File: src/rtl/edge_bank_pkg.sv
package edge_bank_pkg;

    localparam int WORD_W        = 32;
    localparam int KIND_W        = 2;
    localparam int KINDS_PER_WORD = WORD_W / KIND_W;
    localparam int MASKS_PER_WORD = WORD_W;

    typedef enum logic [1:0] {
        EDGE_RISE = 2'd0,
        EDGE_FALL = 2'd1,
        EDGE_ANY  = 2'd2,
        EDGE_RSVD = 2'd3
    } edge_kind_e;

    typedef enum logic [1:0] {
        SEL_INDEX = 2'd0,
        SEL_KIND  = 2'd1,
        SEL_MASK  = 2'd2,
        SEL_NONE  = 2'd3
    } cfg_sel_e;

    typedef struct packed {
        edge_kind_e kind;
        logic       masked;
    } det_cfg_t;

    function automatic logic kind_legal(input logic [1:0] code);
        return code != EDGE_RSVD;
    endfunction

    function automatic logic edge_hit(input edge_kind_e kind,
                                      input logic cur,
                                      input logic prv);
        logic h;
        unique case (kind)
            EDGE_RISE: h = cur & ~prv;
            EDGE_FALL: h = ~cur & prv;
            EDGE_ANY:  h = cur ^ prv;
            default:   h = 1'b0;
        endcase
        return h;
    endfunction

endpackage

File: src/rtl/edge_cfg_regs.sv
module edge_cfg_regs
    import edge_bank_pkg::*;
#(
    parameter int NUM_DET = 256,
    parameter int IDX_W   = 8
) (
    input  logic                    clk,
    input  logic                    rst,
    input  logic                    cfg_we,
    input  logic [1:0]              cfg_sel,
    input  logic [IDX_W-1:0]        cfg_wdata,
    output logic [IDX_W-1:0]        cur_idx,
    output logic [KIND_W*NUM_DET-1:0] kind_flat,
    output logic [NUM_DET-1:0]      mask_vec
);

    cfg_sel_e sel;
    logic     wr_index;
    logic     wr_kind;
    logic     wr_mask;

    assign sel      = cfg_sel_e'(cfg_sel);
    assign wr_index = cfg_we && (sel == SEL_INDEX);
    assign wr_kind  = cfg_we && (sel == SEL_KIND) && kind_legal(cfg_wdata[1:0]);
    assign wr_mask  = cfg_we && (sel == SEL_MASK);

    always_ff @(posedge clk) begin
        if (rst) begin
            cur_idx <= '0;
        end else if (wr_index) begin
            cur_idx <= cfg_wdata;
        end
    end

    for (genvar g = 0; g < NUM_DET; g++) begin : g_ent
        det_cfg_t ent_q;
        logic     hit_idx;

        assign hit_idx = (cur_idx == IDX_W'(g));

        always_ff @(posedge clk) begin
            if (rst) begin
                ent_q.kind   <= EDGE_RISE;
                ent_q.masked <= 1'b0;
            end else begin
                if (wr_kind && hit_idx) begin
                    ent_q.kind <= edge_kind_e'(cfg_wdata[1:0]);
                end
                if (wr_mask && hit_idx) begin
                    ent_q.masked <= cfg_wdata[0];
                end
            end
        end

        assign kind_flat[KIND_W*g +: KIND_W] = ent_q.kind;
        assign mask_vec[g]                   = ent_q.masked;
    end

endmodule

File: src/rtl/edge_readback.sv
module edge_readback
    import edge_bank_pkg::*;
#(
    parameter int NUM_DET = 256,
    parameter int RDW_W   = 4
) (
    input  logic [KIND_W*NUM_DET-1:0] kind_flat,
    input  logic [NUM_DET-1:0]        mask_vec,
    input  logic                      rd_bank,
    input  logic [RDW_W-1:0]          rd_word,
    output logic [WORD_W-1:0]         rd_data
);

    localparam int KWORDS = NUM_DET / KINDS_PER_WORD;
    localparam int MWORDS = NUM_DET / MASKS_PER_WORD;

    logic [WORD_W-1:0] kword [KWORDS];
    logic [WORD_W-1:0] mword [MWORDS];

    for (genvar w = 0; w < KWORDS; w++) begin : g_kw
        assign kword[w] = kind_flat[WORD_W*w +: WORD_W];
    end

    for (genvar w = 0; w < MWORDS; w++) begin : g_mw
        assign mword[w] = mask_vec[WORD_W*w +: WORD_W];
    end

    always_comb begin
        rd_data = '0;
        if (!rd_bank) begin
            for (int w = 0; w < KWORDS; w++) begin
                if (int'(rd_word) == w) rd_data = kword[w];
            end
        end else begin
            for (int w = 0; w < MWORDS; w++) begin
                if (int'(rd_word) == w) rd_data = mword[w];
            end
        end
    end

endmodule

File: src/rtl/edge_cell.sv
module edge_cell
    import edge_bank_pkg::*;
(
    input  logic       clk,
    input  logic       rst,
    input  logic       primed,
    input  logic       mon,
    input  logic [1:0] kind,
    input  logic       masked,
    output logic       hit_d,
    output logic       hit_q
);

    logic prev_q;

    assign hit_d = primed && !masked && edge_hit(edge_kind_e'(kind), mon, prev_q);

    always_ff @(posedge clk) begin
        if (rst) begin
            prev_q <= 1'b0;
            hit_q  <= 1'b0;
        end else begin
            prev_q <= mon;
            hit_q  <= hit_d;
        end
    end

endmodule

File: src/rtl/edge_bank_top.sv
module edge_bank_top
    import edge_bank_pkg::*;
#(
    parameter  int NUM_DET = 256,
    localparam int IDX_W   = $clog2(NUM_DET),
    localparam int RDW_W   = $clog2(NUM_DET / KINDS_PER_WORD)
) (
    input  logic               clk,
    input  logic               rst,
    input  logic               cfg_we,
    input  logic [1:0]         cfg_sel,
    input  logic [IDX_W-1:0]   cfg_wdata,
    input  logic               rd_bank,
    input  logic [RDW_W-1:0]   rd_word,
    output logic [WORD_W-1:0]  rd_data,
    input  logic [NUM_DET-1:0] mon_in,
    output logic [NUM_DET-1:0] det_vec,
    output logic               det_any
);

    logic [IDX_W-1:0]          cur_idx;
    logic [KIND_W*NUM_DET-1:0] kind_flat;
    logic [NUM_DET-1:0]        mask_vec;
    logic [NUM_DET-1:0]        hit_d;
    logic                      primed;

    edge_cfg_regs #(
        .NUM_DET (NUM_DET),
        .IDX_W   (IDX_W)
    ) u_cfg (
        .clk       (clk),
        .rst       (rst),
        .cfg_we    (cfg_we),
        .cfg_sel   (cfg_sel),
        .cfg_wdata (cfg_wdata),
        .cur_idx   (cur_idx),
        .kind_flat (kind_flat),
        .mask_vec  (mask_vec)
    );

    edge_readback #(
        .NUM_DET (NUM_DET),
        .RDW_W   (RDW_W)
    ) u_rd (
        .kind_flat (kind_flat),
        .mask_vec  (mask_vec),
        .rd_bank   (rd_bank),
        .rd_word   (rd_word),
        .rd_data   (rd_data)
    );

    always_ff @(posedge clk) begin
        if (rst) primed <= 1'b0;
        else     primed <= 1'b1;
    end

    for (genvar g = 0; g < NUM_DET; g++) begin : g_det
        edge_cell u_cell (
            .clk    (clk),
            .rst    (rst),
            .primed (primed),
            .mon    (mon_in[g]),
            .kind   (kind_flat[KIND_W*g +: KIND_W]),
            .masked (mask_vec[g]),
            .hit_d  (hit_d[g]),
            .hit_q  (det_vec[g])
        );
    end

    always_ff @(posedge clk) begin
        if (rst) det_any <= 1'b0;
        else     det_any <= |hit_d;
    end

endmodule

File: config.mk
export PLATFORM = sky130hd
export DESIGN_NAME = edge_bank_top
export DESIGN_NICKNAME = d
export VERILOG_FILES = /design/src/rtl/edge_bank_pkg.sv /design/src/rtl/edge_cfg_regs.sv /design/src/rtl/edge_readback.sv /design/src/rtl/edge_cell.sv /design/src/rtl/edge_bank_top.sv
export SDC_FILE = /design/constraint.sdc
export NUM_CORES = 2
export LEC_CHECK = 0
export BUFFER_PORTS_ARGS = -buffer_cell sky130_fd_sc_hd__buf_4
export CAP_MARGIN = 30
export CORE_ASPECT_RATIO = 1.25
export CORE_UTILIZATION = 40
export CTS_CLUSTER_SIZE = 24
export DETAILED_ROUTE_END_ITERATION = 10
export PLACE_DENSITY = 0.56
export SLEW_MARGIN = 10
export SYNTH_ARGS = -nofsm -noshare
export SYNTH_HDL_FRONTEND = slang
export SYNTH_SLANG_ARGS = --single-unit
File: constraint.sdc
create_clock -name clk -period 2.2 [get_ports clk]
set_input_delay 0.22 -clock clk [delete_from_list [all_inputs] [get_ports clk]]
set_output_delay 0.22 -clock clk [all_outputs]
set_load 0.05 [all_outputs]
==> impl_metrics.ini <==
[synth]
synth_xor_area_share_pct = 0
synthSimpleGateAreaFrac_pct = 15.8
yosysUniqueCellTypes = 73
netlist.area_leader.share_pct = 38.6
synth_flop_cell = dfxtp_1
synth_top_cell_by_area = dfxtp_1
synth_top_family_by_area = compound AO/OA/AOI/OAI gates
syn_area_sq_um = 66800
synthAdderAreaFrac_pct = 9.59
synth-edff-count = 0
syn_nets = 9221
synthMuxAreaShare_pct = 6.41
synth-compound-area-share_pct = 18.9
synth-async-reset-ratio_pct = 0
ys_ff_latch = 1290
seq_area_frac_synth_pct = 38.6
synthCells = 8435
syn_avg_cell_area_sq_um = 7.92
yosys_warnings = 0
synth_area_leaders = dfxtp_1 39%, ha_1 9.6%, a21oi_1 6.8%, o21ai_0 5.6%, nand3_1 4.7%

[routing]
antenna_left = 0
first_iter_violations = 11000
route.detailed.wl_per_inst_um = 34.5
drtPass1Iterations = 7
route.vias.total = 76000
drc_errors = 0
wirelength_um = 440000
vias_per_cell = 5.96

[floorplanning]
chipWidth_um = 368
io_pins = 563
die_y_um = 459
die_area_sq_um = 169000
num_rows = 167
core-area_sq_um = 166000
start_util_pct = 40.3

[clock_network]
clockBufferDepth = 3
cts_max_level = 4
cts.sinks = 1290
cts_buffers = 146
cts-root-buf = clkbuf_16
worstSkewPairLatency_ns = 0.86
cts_tree = built
clkTransAtPathRegs_ns = 0.06

[timing]
maxSlewViolCount = 0
fin_setup_tns_ns = -32.37
setup_viol = 33
max_slew_margin_pct = 14.6
finalCriticalPeriod_ns = 3.57
layout_setup_ws_ns = -1.37
hold_viol_final = 0
rsz0062_at_grt = true
worst-slew-pin-transition_ns = 1.28
period_share_pct = 162
worst_clock_skew_ns = 0.0287
fmaxAchievable_ghz = 0.280
whs_ns = 0.0269

[pwr]
p_seq_share_pct = 40.7
clockPowerShare_pct = 43.7
p_sw_share_pct = 28.9
leakagePower_nw = 40.0
internal-power_mw = 41.8
powerDensity_nw_per_um2 = 613
netSwitchingPower_mw = 17.0
vdd_drop_max_mv = 0.749
p_comb_share_pct = 15.6

[worst_setup_path]
reg2reg_depth = 10
worstSetupPathType = reg -> out
cp_top_family = compound AO/OA/AOI/OAI gates
path_depth = 9
timing.critical_path.buf_inv = 2
cp-start-kind = flip-flop
worst_setup_path_end_kind = output pin
rrSetupSlack_ns = -0.74
cpPeakStageDelay_ns = 0.63
worstPathRequired_ns = 1.98
cp-endpoint = rd_data[28]
reg2reg_from = g_det[169].u_cell.prev_q
slowest_stage = o211ai_1
r2r-end = det_any
startpoint = u_cfg.kind_flat[60]
worst-path-max-fanout = 2
arrival_ns = 3.35
worstPathCellList = buf_12 > mux2i_1 > nor2_1 > a21oi_2 > o211ai_1 > a222oi_1 > a221oi_4 > a21o_1 > buf_6

[final_layout]
drive_above_1_share_pct = 30.7
finalInstanceArea_sq_um = 96000
multi_input_area_sq_um = 36000
final_cell_mix = 2,132 x buf_4, 1,177 x dfxtp_1, 863 x a21oi_1
nets = 11200
final_common_cell = buf_4
final_util_pct = 57.9
fillers = 15100
syn_to_final_growth_pct = 43.7
seq_area_sq_um = 26100

[placed_design]
gp_congestion = 1.15
pre_cts_ws_ns = -1.31
placed_cell_area_sq_um = 85900
hpwl_um = 346000
io_buffers = 562

[min_path]
hp-class = in -> reg

[global_route]
gr-usage-all-layers_pct = 50.6
grt_max_degree = 137
antenna_found_initial = 61
grt_pass1_vias = 70800
overflow = 0
grt_pass1_wl_um = 584000

[run_status]
failed_checks = setup timing
status = finished with violations

[run]
cap_violations = 0
tightest hold or removal path, cell delays in order:
cell      delay [ns]
buf_4           0.11
inv_1           0.06
ha_1            0.13
o21ai_0         0.08
o211ai_2        0.09
buf_4           0.10
nor2_1          0.03
metrics by stage:
stage	total power [mW]	instances
finish	58.8	12800
global route	60.1	12700
CTS	58.5	12700
detailed placement	32.6	12200
global placement	32.5	12200
floorplan	28.1	8435
synth_stat cells, types with 83 or more instances:
master       n
nand4_1     83
mux2_2     191
nor2_1     750
clkbuf_1   502
ha_1       512
inv_1      763
nand3_1    622
mux2i_1    106
nand2_1    824
buf_4      264
o211ai_1   229
a21oi_1    906
o21ai_0    746
dfxtp_1   1290
state kept, by name, indices dropped and copies added (netlist names):
name / cells
primed: 1
g_det.u_cell.prev_q: 256
det_any: 1
u_cfg.mask_vec: 256
u_cfg.cur_idx: 8
g_det.u_cell.hit_q: 256
u_cfg.kind_flat: 512
metal layers:
metal / global-route usage [%] / routed length (um)
met1: 58.9 / 158000
met2: 73.1 / 180000
met3: 13.4 / 47000
met4: 52.0 / 54600
met5: 0 / 161
worst min path at each step:
| stage | startpoint | endpoint | slack [ns] | cells past startpoint |
|---|---|---|---|---|
| 6_report | mon_in[130] | g_det[130].u_cell.hit_q | 0.03 | 7 |
| 5_1_grt | mon_in[130] | g_det[130].u_cell.hit_q | 0.05 | 7 |
| 4_1_cts | cfg_sel[1] | u_cfg.cur_idx[1] | 0.003 | 6 |
| 3_5_place_dp | u_cfg.kind_flat[419] | u_cfg.kind_flat[419] | 0.47 | 2 |
| 3_3_place_gp | cfg_wdata[4] | u_cfg.cur_idx[4] | 0.46 | 3 |
| 2_1_floorplan | mon_in[130] | g_det[130].u_cell.prev_q | 0.35 | 2 |
area by class of cell:
cell class	count	area share, %
clock inverter	50	0.649
clock buffer	219	4.50
multi-input combinational	5530	37.5
tap	2197	2.86
sequential	1290	27.1
timing repair buffer	2677	24.3
inverter	765	3.00
antenna	25	0.0652
power groups by stage:
stage,clock network [mW],logic (mW),registers [mW]
after floorplan,0,3.67,24.5
after global placement,0,8.00,24.5
after detailed placement,0,8.10,24.5
after CTS,25.7,8.79,24.0
after global routing,26.7,9.40,24.0
final,25.7,9.18,24.0
cell families after synthesis:
logic type	after synthesis
multiplexers	370
AO/OA/AOI/OAI	2220
AND/OR/NAND/NOR	2428
flip-flops	1290
buffers and inverters	1615
adder cells (fa/ha/maj)	512
timing repair:
action                                  CTS  global route
endpoints found under the setup margin   67           139
endpoints found under the hold margin   408             0
setup buffers                            25             9
hold buffers                            308             0
pin swaps                               140            79
gates resized for setup                 449            99
No activity file was read; power rests on OpenSTA's default activity.
